**src/rtl/pt_walker_pkg.sv**
```systemverilog
package pt_walker_pkg;

    typedef enum logic [2:0] {
        WS_IDLE,
        WS_RD_L1,
        WS_WT_L1,
        WS_RD_L2,
        WS_WT_L2,
        WS_DONE
    } walk_state_e;

endpackage

```
**src/rtl/ptw_index_split.sv**
```systemverilog
module ptw_index_split #(
    parameter int VA_W  = 32,
    parameter int OFF_W = 12,
    parameter int IDX_W = 10
) (
    input  logic [VA_W-1:0]            vaddr,
    output logic [1:0][IDX_W-1:0]      idx,
    output logic [OFF_W-1:0]           offset
);
    // idx[0] is the first-level index (upper field), idx[1] the second-level one.
    for (genvar lv = 0; lv < 2; lv++) begin : g_lvl
        localparam int LO = OFF_W + (1 - lv) * IDX_W;
        assign idx[lv] = vaddr[LO +: IDX_W];
    end

    assign offset = vaddr[OFF_W-1:0];
endmodule

```
**src/rtl/ptw_entry_addr.sv**
```systemverilog
module ptw_entry_addr #(
    parameter int AW        = 32,
    parameter int IDX_W     = 10,
    parameter int PTE_BYTES = 4
) (
    input  logic                  second,
    input  logic [AW-1:0]         root,
    input  logic [AW-1:0]         next_base,
    input  logic [1:0][IDX_W-1:0] idx,
    output logic [AW-1:0]         entry_addr
);
    localparam int PTE_SHIFT = $clog2(PTE_BYTES);

    logic [AW-1:0]    base_sel;
    logic [IDX_W-1:0] idx_sel;
    logic [AW-1:0]    scaled;

    always_comb begin
        base_sel   = second ? next_base : root;
        idx_sel    = second ? idx[1] : idx[0];
        scaled     = {{(AW-IDX_W){1'b0}}, idx_sel} << PTE_SHIFT;
        entry_addr = base_sel + scaled;
    end
endmodule

```
**src/rtl/ptw_fsm.sv**
```systemverilog
module ptw_fsm
    import pt_walker_pkg::*;
(
    input  logic        clk,
    input  logic        rst_n,
    input  logic        req_valid,
    input  logic        mem_req_ready,
    input  logic        mem_rsp_valid,
    input  logic        pte_ok,
    output walk_state_e state,
    output logic        req_ready,
    output logic        mem_req_valid,
    output logic        rsp_valid,
    output logic        second
);
    walk_state_e nxt;

    always_ff @(posedge clk or negedge rst_n) begin
        if (!rst_n) state <= WS_IDLE;
        else        state <= nxt;
    end

    always_comb begin
        nxt = state;
        unique case (state)
            WS_IDLE:  if (req_valid)     nxt = WS_RD_L1;
            WS_RD_L1: if (mem_req_ready) nxt = WS_WT_L1;
            WS_WT_L1: if (mem_rsp_valid) nxt = pte_ok ? WS_RD_L2 : WS_DONE;
            WS_RD_L2: if (mem_req_ready) nxt = WS_WT_L2;
            WS_WT_L2: if (mem_rsp_valid) nxt = WS_DONE;
            WS_DONE:                     nxt = WS_IDLE;
            default:                     nxt = WS_IDLE;
        endcase
    end

    always_comb begin
        req_ready     = 1'b0;
        mem_req_valid = 1'b0;
        rsp_valid     = 1'b0;
        second        = 1'b0;
        unique case (state)
            WS_IDLE:  req_ready = 1'b1;
            WS_RD_L1: mem_req_valid = 1'b1;
            WS_WT_L1: ;
            WS_RD_L2: begin mem_req_valid = 1'b1; second = 1'b1; end
            WS_WT_L2: second = 1'b1;
            WS_DONE:  rsp_valid = 1'b1;
            default:  ;
        endcase
    end
endmodule

```
**src/rtl/ptw_walk_regs.sv**
```systemverilog
module ptw_walk_regs
    import pt_walker_pkg::*;
#(
    parameter int AW    = 32,
    parameter int OFF_W = 12
) (
    input  logic             clk,
    input  logic             rst_n,
    input  walk_state_e      state,
    input  logic             req_valid,
    input  logic [AW-1:0]    req_vaddr,
    input  logic [AW-1:0]    ptbr,
    input  logic             mem_rsp_valid,
    input  logic [AW-1:0]    mem_rsp_data,
    output logic [AW-1:0]    va_q,
    output logic [AW-1:0]    root_q,
    output logic [AW-1:0]    next_base_q,
    output logic [AW-1:0]    pa_q,
    output logic             fault_q,
    output logic             fault_lvl_q
);
    logic             take;
    logic             l1_rsp;
    logic             l2_rsp;
    logic             pte_ok;
    logic [AW-1:0]    frame;
    logic             unused_pte_bits;

    assign take            = (state == WS_IDLE) && req_valid;
    assign l1_rsp          = (state == WS_WT_L1) && mem_rsp_valid;
    assign l2_rsp          = (state == WS_WT_L2) && mem_rsp_valid;
    assign pte_ok          = mem_rsp_data[0];
    assign frame           = {mem_rsp_data[AW-1:OFF_W], {OFF_W{1'b0}}};
    assign unused_pte_bits = ^mem_rsp_data[OFF_W-1:1];

    always_ff @(posedge clk or negedge rst_n) begin
        if (!rst_n) begin
            va_q        <= '0;
            root_q      <= '0;
            next_base_q <= '0;
            pa_q        <= '0;
            fault_q     <= 1'b0;
            fault_lvl_q <= 1'b0;
        end else if (take) begin
            va_q        <= req_vaddr;
            root_q      <= ptbr;
            pa_q        <= '0;
            fault_q     <= 1'b0;
            fault_lvl_q <= 1'b0;
        end else if (l1_rsp) begin
            if (pte_ok) begin
                next_base_q <= frame;
            end else begin
                fault_q     <= 1'b1;
                fault_lvl_q <= 1'b0;
                pa_q        <= '0;
            end
        end else if (l2_rsp) begin
            if (pte_ok) begin
                pa_q    <= frame | {{(AW-OFF_W){1'b0}}, va_q[OFF_W-1:0]};
                fault_q <= 1'b0;
            end else begin
                fault_q     <= 1'b1;
                fault_lvl_q <= 1'b1;
                pa_q        <= '0;
            end
        end
    end
endmodule

```
**src/rtl/pt_walker.sv**
```systemverilog
module pt_walker
    import pt_walker_pkg::*;
#(
    parameter int VA_W      = 32,
    parameter int OFF_W     = 12,
    parameter int IDX_W     = 10,
    parameter int PTE_BYTES = 4
) (
    input  logic            clk,
    input  logic            rst_n,
    input  logic [31:0]     ptbr,
    input  logic            req_valid,
    output logic            req_ready,
    input  logic [31:0]     req_vaddr,
    output logic            mem_req_valid,
    input  logic            mem_req_ready,
    output logic [31:0]     mem_req_addr,
    input  logic            mem_rsp_valid,
    input  logic [31:0]     mem_rsp_data,
    output logic            rsp_valid,
    output logic [31:0]     rsp_paddr,
    output logic            rsp_fault,
    output logic            rsp_fault_lvl
);
    walk_state_e          state;
    logic                 second;
    logic [VA_W-1:0]      va_q;
    logic [VA_W-1:0]      root_q;
    logic [VA_W-1:0]      next_base_q;
    logic [1:0][IDX_W-1:0] idx;
    logic [OFF_W-1:0]     unused_off;

    ptw_fsm u_fsm (
        .clk           (clk),
        .rst_n         (rst_n),
        .req_valid     (req_valid),
        .mem_req_ready (mem_req_ready),
        .mem_rsp_valid (mem_rsp_valid),
        .pte_ok        (mem_rsp_data[0]),
        .state         (state),
        .req_ready     (req_ready),
        .mem_req_valid (mem_req_valid),
        .rsp_valid     (rsp_valid),
        .second        (second)
    );

    ptw_walk_regs #(.AW(VA_W), .OFF_W(OFF_W)) u_regs (
        .clk           (clk),
        .rst_n         (rst_n),
        .state         (state),
        .req_valid     (req_valid),
        .req_vaddr     (req_vaddr),
        .ptbr          (ptbr),
        .mem_rsp_valid (mem_rsp_valid),
        .mem_rsp_data  (mem_rsp_data),
        .va_q          (va_q),
        .root_q        (root_q),
        .next_base_q   (next_base_q),
        .pa_q          (rsp_paddr),
        .fault_q       (rsp_fault),
        .fault_lvl_q   (rsp_fault_lvl)
    );

    ptw_index_split #(.VA_W(VA_W), .OFF_W(OFF_W), .IDX_W(IDX_W)) u_split (
        .vaddr  (va_q),
        .idx    (idx),
        .offset (unused_off)
    );

    ptw_entry_addr #(.AW(VA_W), .IDX_W(IDX_W), .PTE_BYTES(PTE_BYTES)) u_eaddr (
        .second     (second),
        .root       (root_q),
        .next_base  (next_base_q),
        .idx        (idx),
        .entry_addr (mem_req_addr)
    );
endmodule

```
**config.mk**
```make
export PLATFORM = sky130hd
export DESIGN_NAME = pt_walker
export DESIGN_NICKNAME = d
export VERILOG_FILES = /design/src/rtl/pt_walker_pkg.sv /design/src/rtl/ptw_index_split.sv /design/src/rtl/ptw_entry_addr.sv /design/src/rtl/ptw_fsm.sv /design/src/rtl/ptw_walk_regs.sv /design/src/rtl/pt_walker.sv
export SDC_FILE = /design/constraint.sdc
export NUM_CORES = 1
export LEC_CHECK = 0
export ABC_CLOCK_PERIOD_IN_PS = 5800
export CORE_MARGIN = 2
export CORE_UTILIZATION = 45
export DETAILED_ROUTE_END_ITERATION = 12
export HOLD_SLACK_MARGIN = 0.12
export PLACE_DENSITY_LB_ADDON = 0.12
export SKIP_LAST_GASP = 1
export SLEW_MARGIN = 20
export SYNTH_ARGS = -nofsm -noshare
export SYNTH_HDL_FRONTEND = slang
export SYNTH_SLANG_ARGS = --single-unit
```
**constraint.sdc**
```tcl
create_clock -name clk -period 5.8 [get_ports clk]
set_clock_uncertainty 0.1 [all_clocks]
set_input_delay 1.45 -clock clk [delete_from_list [all_inputs] [get_ports clk]]
set_output_delay 1.45 -clock clk [all_outputs]
set_load 0.02 [all_outputs]
```
* Word-level counts from Yosys, hierarchy flattened *
Index checks and enable logic that the tools add are counted.

word-level totals
  flip-flop bits (word level) = 121
  bits of input ports = 101
  output and inout bits = 69
  word-level logic and storage cells = 60

cells by class
  add/sub/neg operators = 1
  eq/ne operators = 12
  mux-type cells = 27
  bitwise operators = 2
  reduce and logical (&&, ||, !) cells = 11

operator list
  kind                                                                      number
  32-bit 2-to-1 mux                                                         6
  32-bit by 12-bit adder with 32-bit output                                 1
  32-bit by 12-bit bitwise OR with 32-bit output                            1
  3-bit 2-to-1 mux                                                          6
  3-bit one-hot mux with 5 select lines                                     1
  1-bit 2-to-1 mux                                                          13
  10-bit 2-to-1 mux                                                         1
  2-bit inequality test (second input constant)                             5
  3-bit by 2-bit equality test with 1-bit output (second input constant)    2
  3-bit equality test (second input constant)                               2
  3-bit by 2-bit inequality test with 1-bit output (second input constant)  2
  3-bit AND reduction                                                       2
  5-bit AND reduction                                                       1
  2-bit OR reduction                                                        2
  3-bit by 1-bit equality test with 1-bit output (second input constant)    1
  1-bit logical AND                                                         3
  3-bit logical NOT                                                         1
  3-bit nonzero test                                                        1
  2-bit AND reduction                                                       1
  1-bit inverter                                                            1

* Logic depth before layout (Yosys ltp) *
Gate-level depths: netlist of the first run.

  depth after elaboration = 5
  mapped depth = 18
  depth with buffers taken out = 13

* By module *
From an unflattened synthesis of the first run, not the netlist that was laid out.

unflattened totals
  cells, all modules = 602
  area, all modules = 6909.1 sq um

modules (own cells, without submodules)
  module           times used  cells each  area each (sq um)  seq. area each (sq um)
  ptw_walk_regs    1           350         4898.4             2952.8
  ptw_entry_addr   1           195         1522.7             0.0
  ptw_fsm          1           25          247.7              75.1
  ptw_index_split  1           32          240.2              0.0

* Worst setup path before layout of the first run *
Ideal clock, no wire load.

  kind = reg-to-output
  from = register u_fsm.state[0]
  to = output port mem_req_addr[21]
  arrival time = 4.162 ns
  required time = 4.250 ns
  path slack = 0.088 ns
  cell stages (with the launch flop) = 17
  buffers on the path = 5
  path through = dfrtp_1 > buf_2 > or3b_1 > clkbuf_1 > nand2_1 > clkbuf_1 > buf_2 > buf_2 > nand2_1 > nand2_1 > ha_1 > and3_1 > a2111oi_0 > a22o_1 > nor2_1 > nor4bb_1 > xor2_1

between the ends
  cells in the longest elaborated chain, start to end = 5
  elaborated cells on any way between the ends = 7

ends and longest elaborated chain
  item                                                                                          RTL line                                    source
  start, declared                                                                               ptw_fsm.sv:10                               output walk_state_e state,
  start signal, assigned                                                                        ptw_fsm.sv:20                               else state <= nxt;
  3-bit by 2-bit equality test with 1-bit output / 3-bit equality test (equally long branches)  ptw_fsm.sv:41                               unique case (state)
  2-bit OR reduction (no source line) *                                                         --
  1-bit 2-to-1 mux *                                                                            ptw_fsm.sv:41
  32-bit 2-to-1 mux / 10-bit 2-to-1 mux (equally long branches)                                 ptw_entry_addr.sv:19, ptw_entry_addr.sv:20
  32-bit by 12-bit adder with 32-bit output *                                                   ptw_entry_addr.sv:22                        entry_addr = base_sel + scaled;
  end, declared                                                                                 pt_walker.sv:17                             output logic [31:0] mem_req_addr,

Mark *: on every way between the ends. The rest lies on a longest branch, timed or not.

* Final worst setup path of the first run *
  from = register u_fsm.state[0]
  to = output port mem_req_addr[31]

Same word-level chain as after synthesis.

==> results of run 1 <==
[area by class of cell]
cell class                      instances  area [um2]  share of cell area
Multi-Input combinational cell        552        3090               0.355
Sequential cell                       121        3030               0.347
Timing Repair Buffer                  176        1750               0.201
Clock buffer                           18         439              0.0504
Tap cell                              180         225              0.0258
Clock inverter                         14         141              0.0162
Inverter                               11        41.3             0.00474
[cells by family after synthesis]
logic type	Yosys count	share of synthesized area
and+or+nand+nor	376	0.255
DFF	121	0.480
AOI/OAI and AO/OA	95	0.0980
buffers and inverters	52	0.0349
muxes	37	0.0627
xor gates and xnor gates	33	0.0458
adders and majority gates	11	0.0230
[through the flow]
stage	hold WS [ps]	power [uW]	utilization
5_1_grt	376	5730	0.633
4_1_cts	365	5400	0.629
6_report	362	5360	0.633
2_1_floorplan	333	3170	-
3_3_place_gp	343	4260	0.586
3_5_place_dp	351	4340	0.586
[cells in the mapped netlist, drive strengths merged, types with 3 or more instances]
cell	instances	area share
inv	11	0.0065
a31oi	3	0.0030
and3	19	0.019
nand2	288	0.17
o31ai	15	0.018
nor3	10	0.0087
nand2b	6	0.0060
o2111ai	4	0.0056
dfrtp	121	0.48
buf	11	0.011
a21o	4	0.0048
nor4	3	0.0030
ha	10	0.020
nor3b	4	0.0063
o21ai	30	0.024
o211ai	8	0.0095
clkbuf	30	0.018
nand3	7	0.0056
nand4	8	0.0079
nor2	17	0.010
a21oi	14	0.011
xor2	14	0.019
xnor2	19	0.026
and2	4	0.0040
mux2i	17	0.027
mux2	20	0.036
[per-layer routing]
metal  vias to the layer above  part of all wire  global-route usage
li1                       2732                 -                   -
met1                      2710              0.45               0.318
met2                       161              0.47               0.382
met3                        27             0.060              0.0664
met4                         0             0.019              0.0934
met5                         -                 0                   0
[worst min-delay path by stage]
stage,endpoint,slack (ps),depth (start not counted)
floorplan,u_regs.va_q[0],330,2
global placement,u_regs.va_q[6],340,2
detailed placement,u_regs.va_q[6],350,2
CTS,u_regs.va_q[6],360,2
global route,u_regs.va_q[0],380,2
finish,u_regs.va_q[10],360,2
[worst max-delay path, cell delays in order (launching register included)]
cell,delay [ps]
dfrtp_1,430
or3b_1,440
buf_4,220
and3_1,200
ha_1,380
and3_1,210
a21bo_2,220
a22o_2,290
nor3_2,350
nand3_1,140
xor2_1,160
clkdlybuf4s50_1,620
[power groups by stage]
stage | Combinational, uW | Clock [uW] | Sequential, uW
after floorplan | 1650 | 0 | 1510
after detailed placement | 2840 | 0 | 1490
final | 2840 | 1020 | 1490
after global placement | 2780 | 0 | 1480
after CTS | 2870 | 1040 | 1490
after global routing | 3100 | 1090 | 1540
[sequential cells by signal, indices dropped and copies added, names as in the netlist]
signal,cells
u_regs.fault_lvl_q,1
u_regs.va_q,32
u_fsm.state,3
u_regs.pa_q,32
u_regs.fault_q,1
u_regs.next_base_q,20
u_regs.root_q,32
[repair_timing]
item / 4_1_cts / 5_1_grt
endpoints found under the hold margin: 0 / 0
setup endpoints to repair: 17 / 17
setup buffers: 0 / 0
gates resized for setup: 5 / 17
==> parameters.txt, run 1 <==
Parameter                              Value

Detailed routing
  Remaining antenna violation count ... 0
  Count of TritonRoute iterations in the first routing pass ... 5
  Total detailed-routing wirelength ... 17200 um
  Average wire per standard cell ... 16.0 um
  DRC marker count from the first detailed-route iteration ... 371
  Residual DRC count ... 0
  Via density ... 5.25
  Routed via count ... 5630

Clock network
  CTS root buf ... clkbuf_16
  Num CTS Buffers ... 17
  Clock Sink Count ... 121
  Worst skew pair latency ... 420 ps
  Clock tree from TritonCTS ... yes
  Buffers from clock root to sink, at most ... 2
  H-tree levels ... 4
  Clock input transition at the sequential cells of the worst setup and hold paths ... 60 ps
  Cts hold-fix bufs ... 0

Place
  Number of input and output port buffers inserted ... 158
  DP HPWL ... 12200 um
  Instance area after placement ... 8070 um2
  Count of placed standard cells including taps ... 1040
  Worst setup slack after placement ... 281 ps
  Gp weighted congestion ... 0.887

Min path
  Min-delay src ... u_regs.va_q[10]
  Min-delay worst type ... flip-flop to flip-flop

Yosys
  Distinct cell type count of the synthesized netlist ... 52
  Post-synthesis average cell area ... 8.70 um2
  Number of register bits inferred by synthesis ... 121
  Number of instances in the synthesized netlist ... 725
  Yosys Warn Count ... 0
  Post-Synthesis Net Count ... 837
  Sequential element share of the synthesized area ... 0.480
  Combined area of all synthesized cells ... 6310 um2
  Share of flip-flops with an asynchronous set or reset after synthesis ... 1.00
  Post-synth EDFFs ... 0
  Dominant register cell in the synthesized netlist ... dfrtp_1

Critical path
  Worst setup SP type ... flip-flop
  Critical path class ... flip-flop to output port
  Worst Path Required ... 4250 ps
  Endpoint type of the worst setup path ... output port
  Worst R2R Start ... u_fsm.state[1]
  Worst Reg2Reg Path Length in Cells ... 8
  Signal arrival time at the worst endpoint ... 4090 ps
  Start point of the critical path ... u_fsm.state[0]
  Critical-path maximum fanout ... 17
  Critical register-to-register path endpoint ... u_regs.pa_q[27]
  Register-to-register path setup slack ... 3160 ps
  Worst setup path endpoint ... mem_req_addr[31]

Layout
  Count of placed standard cells in the final layout, fillers left out ... 1072
  Count of antenna diodes in the layout ... 0
  Final cell area excluding filler cells ... 8720 um2
  Filler instances ... 1188
  Highest-count cells in the layout ignoring fill and taps ... 285 x nand2_1, 143 x clkdlybuf4s50_1, 121 x dfrtp_1, 29 x o21ai_0, 20 x mux2_2
  Share of layout cells above drive strength 1 ... 0.0975
  Net count, final ... 991
  Layout Area Growth over Synthesis ... 38.3%
  Most frequent standard cell in the layout excluding fill and tap cells ... nand2_1

Pwr
  Static Leakage ... 0.00417 uW
  Maximum resistive drop on vdd ... 0.394 mV
  Clock network power share ... 0.191
  Relative contribution of combinational cells to total power ... 0.531
  Net switching power of the design ... 2280 uW
  Total internal power ... 3080 uW
  Sequential share of power ... 0.279
  Switching part of the total ... 0.426
  P per Cell Area ... 614 nW/um2

Floorplanning
  CORE AREA ... 13800 um2
  Initial core utilization ... 0.458
  Count of standard-cell rows ... 43
  Die X ... 122 um
  Top-level I/O count ... 170
  Die H ... 122 um
  Floorplan die area ... 15000 um2

Global route
  Overflow left after global routing ... 0
  Largest net degree at the start of global routing ... 67
  Total GRT Usage ... 0.242
  Number of global-route vias before repair ... 5630
  First-pass GRT wire length ... 27800 um
  Antenna violations before repair ... 0

STA
  Slew margin rel. ... 0.415
  Worst Setup Slack, final ... 159 ps
  Actual slew at the worst max-slew pin ... 876 ps
  Setup Total Neg Slack ... 0 ps
  Number of endpoints failing setup at the final stage ... 0
  Max-slew violation count ... 0
  Number of hold-slack violations in the final timing report ... 0
  Post-layout minimum cycle time ... 5640 ps
  Period utilisation layout ... 0.973
  Unrepaired setup endpoints after global routing ... true
  Fmax achieved ... 0.177 GHz

Outcome
  Status ... completed

Job
  Max-cap viol count ... 0
Power figures use the tool's default switching activity.
==> inputs of run 2 (changes only) <==
--- a/config.mk
+++ b/config.mk
@@ -11,6 +11,7 @@
 export DETAILED_ROUTE_END_ITERATION = 12
 export HOLD_SLACK_MARGIN = 0.12
 export PLACE_DENSITY_LB_ADDON = 0.12
+export SKIP_CTS_REPAIR_TIMING = 1
 export SKIP_LAST_GASP = 1
 export SLEW_MARGIN = 20
 export SYNTH_ARGS = -nofsm -noshare
==> run 2 against run 1 <==
Against the previous run:
- non-clock buffer count is the same
- power is essentially flat
- clock power is essentially flat
- first-iteration DRC count shrank 0.27%
- sequential share of layout area is essentially flat
- setup slack lost 49 ps
- sequential power is essentially flat
- via count shrank 0.30%
- sequential cell count is the same
- final area is essentially flat
==> parameters.txt, run 2 (synthesis gave the netlist of run 1 again) <==
Parameter                              Value

Clock network
  Buffers from clock root to sink, at most ... 2 (unchanged)
  Clock input transition at the sequential cells of the worst setup and hold paths ... 60 ps (about the same)
  Num CTS Buffers ... 17 (unchanged)
  Worst skew pair latency ... 420 ps (about the same)
  Clock tree from TritonCTS ... yes
  CTS root buf ... clkbuf_16
  H-tree levels ... 4 (unchanged)
  Clock Sink Count ... 121 (unchanged)

Detailed routing
  Remaining antenna violation count ... 0 (unchanged)
  Count of TritonRoute iterations in the first routing pass ... 5 (unchanged)
  Met1 wire length ... 7790 um (+1.2%)
  Routed via count ... 5613 (-0.30%)
  Total detailed-routing wirelength ... 17200 um (+0.26%)
  Via density ... 5.24 (-0.30%)
  Residual DRC count ... 0 (unchanged)
  Average wire per standard cell ... 16.1 um (+0.26%)
  Wire length on met3 ... 1050 um (+2.1%)
  DRC marker count from the first detailed-route iteration ... 370 (-0.27%)
  Met2 wire length ... 8100 um (-0.28%)
  Top layer reached by signal wires ... met4

STA
  Unrepaired setup endpoints after global routing ... true
  Slew margin rel. ... 0.419 (+0.00449)
  Fmax achieved ... 0.176 GHz (-0.85%)
  Max-slew violation count ... 0 (unchanged)
  Actual slew at the worst max-slew pin ... 869 ps (-6.71 ps)
  Post-layout minimum cycle time ... 5690 ps (+48.5 ps)
  Setup Total Neg Slack ... 0 ps (unchanged)
  Number of endpoints failing setup at the final stage ... 0 (unchanged)
  Number of hold-slack violations in the final timing report ... 0 (unchanged)
  Period utilisation layout ... 0.981 (+0.00836)

Critical path
  Largest stage delay, worst path ... 620 ps (about the same)
  Critical path class ... flip-flop to output port
  Worst Path Required ... 4250 ps (about the same)
  Critical-path maximum fanout ... 17 (unchanged)
  Endpoint type of the worst setup path ... output port
  Critical-path cell list ... or3b_1 -> buf_4 -> and3_1 -> ha_1 -> and3_1 -> a2111oi_0 -> buf_4 -> a22o_2 -> nor3_2 -> nand2b_1 -> xor2_1 -> clkdlybuf4s50_1
  Buffers and inverters on the worst path ... 3 (+1)
  Worst Reg2Reg Path Length in Cells ... 8 (unchanged)
  Critical register-to-register path endpoint ... u_regs.pa_q[27]
  Worst R2R Start ... u_fsm.state[1]
  Cell type group with the largest total delay on the critical path ... simple AND/OR/NAND/NOR gates
  Register-to-register path setup slack ... 3170 ps (about the same)
  Master of the slowest instance on the critical path ... clkdlybuf4s50_1
  Worst setup SP type ... flip-flop
  Signal arrival time at the worst endpoint ... 4140 ps (+50 ps)

Layout
  Most frequent standard cell in the layout excluding fill and tap cells ... nand2_1
  Highest-count cells in the layout ignoring fill and taps ... 285 x nand2_1, 143 x clkdlybuf4s50_1, 121 x dfrtp_1, 29 x o21ai_0, 20 x mux2_2
  Filler instances ... 1187 (-0.084%)
  Net count, final ... 991 (unchanged)
  Count of antenna diodes in the layout ... 0 (unchanged)
  Layout Area Growth over Synthesis ... 38.2% (about the same)
  Largest registers ... u_regs.pa_q x32, u_regs.root_q x32, u_regs.va_q x32
  Final cell area excluding filler cells ... 8710 um2 (about the same)
  Share of layout cells above drive strength 1 ... 0.0964 (-0.00112)

Place
  Number of input and output port buffers inserted ... 158 (unchanged)
  Gp weighted congestion ... 0.887 (unchanged)
  DP HPWL ... 12200 um (unchanged)
  Instance area after placement ... 8070 um2 (unchanged)

Min path
  Min-delay worst type ... flip-flop to flip-flop
  End point of the most critical hold path ... u_regs.va_q[10]
  Min-Delay Path Depth ... 2 (unchanged)
  Min-delay src ... u_regs.va_q[10]

Global route
  First-pass GRT wire length ... 27700 um (-0.60%)
  Antenna violations before repair ... 0 (unchanged)
  Total GRT Usage ... 0.241 (-0.00152)
  Overflow left after global routing ... 0 (unchanged)
  Number of global-route vias before repair ... 5573 (-1.0%)
  Largest net degree at the start of global routing ... 67 (unchanged)

Pwr
  Maximum resistive drop on vdd ... 0.394 mV (about the same)
  Static Leakage ... 0.00417 uW (about the same)
  P per Cell Area ... 615 nW/um2 (+0.12%)

Floorplanning
  Floorplan die area ... 15000 um2 (unchanged)
  Die X ... 122 um (unchanged)
  Die H ... 122 um (unchanged)
  CORE AREA ... 13800 um2 (unchanged)
  Initial core utilization ... 0.458 (unchanged)
  Top-level I/O count ... 170 (unchanged)
  Count of standard-cell rows ... 43 (unchanged)

Job
  Max-cap viol count ... 0 (unchanged)

Outcome
  Status ... completed
==> run 2: stage by stage <==
stage	total power (uW)	cells	worst slack [ps]	hold slack, ps	utilization
after CTS	5390	1072	-171	365	0.628
final	5360	1072	110	362	0.633
after global placement	4260	1040	282	343	0.586
after floorplan	3170	725	87.8	333	-
after detailed placement	4340	1040	281	351	0.586
after global routing	5730	1072	-99.8	376	0.633
==> run 2: layout make-up <==
class,instances,area [um2],area share
flip-flops and latches,121,3030,0.348
multi-input cells,552,3090,0.354
well taps,180,225,0.0259
repair buffers,176,1750,0.201
clock buffers,18,439,0.0504
clock inverters,14,141,0.0162
inverters,11,41.3,0.00474
==> run 2: metal layers <==
layer  vias up  track usage
met5         -            0
met4         0       0.0819
met3        23       0.0655
met2       156        0.383
met1      2699        0.318
li1       2735            -
==> run 2: where the power goes <==
group          leakage (uW)  switching (uW)  total [uW]  internal, uW
clock              0.000272             413        1020           610
combinational       0.00236            1600        2840          1250
sequential          0.00153             274        1490          1220
total               0.00417            2280        5360          3070
==> run 2: worst max-delay path by stage <==
stage | start | endpoint | slack [ps] | cells after the start
after floorplan | u_fsm.state[0] | mem_req_addr[21] | 90 | 16
after detailed placement | u_fsm.state[1] | mem_req_addr[21] | 280 | 13
final | u_fsm.state[0] | mem_req_addr[25] | 110 | 12
after global routing | u_fsm.state[0] | mem_req_addr[25] | -100 | 12
after CTS | u_fsm.state[1] | mem_req_addr[26] | -170 | 16
after global placement | u_fsm.state[1] | mem_req_addr[21] | 280 | 13
==> run 2: tightest hold or removal path, stage by stage (launching register included) <==
cell     delay, ps
dfrtp_1        320
nand2_1         60
nand2_1         50
==> inputs of run 3 (changes only) <==
--- a/config.mk
+++ b/config.mk
@@ -5,7 +5,6 @@
 export SDC_FILE = /design/constraint.sdc
 export NUM_CORES = 1
 export LEC_CHECK = 0
-export ABC_CLOCK_PERIOD_IN_PS = 5800
 export CORE_MARGIN = 2
 export CORE_UTILIZATION = 45
 export DETAILED_ROUTE_END_ITERATION = 12
==> results of run 3 <==
No change in the layout: final DEF, timing and power equal those of run 2.
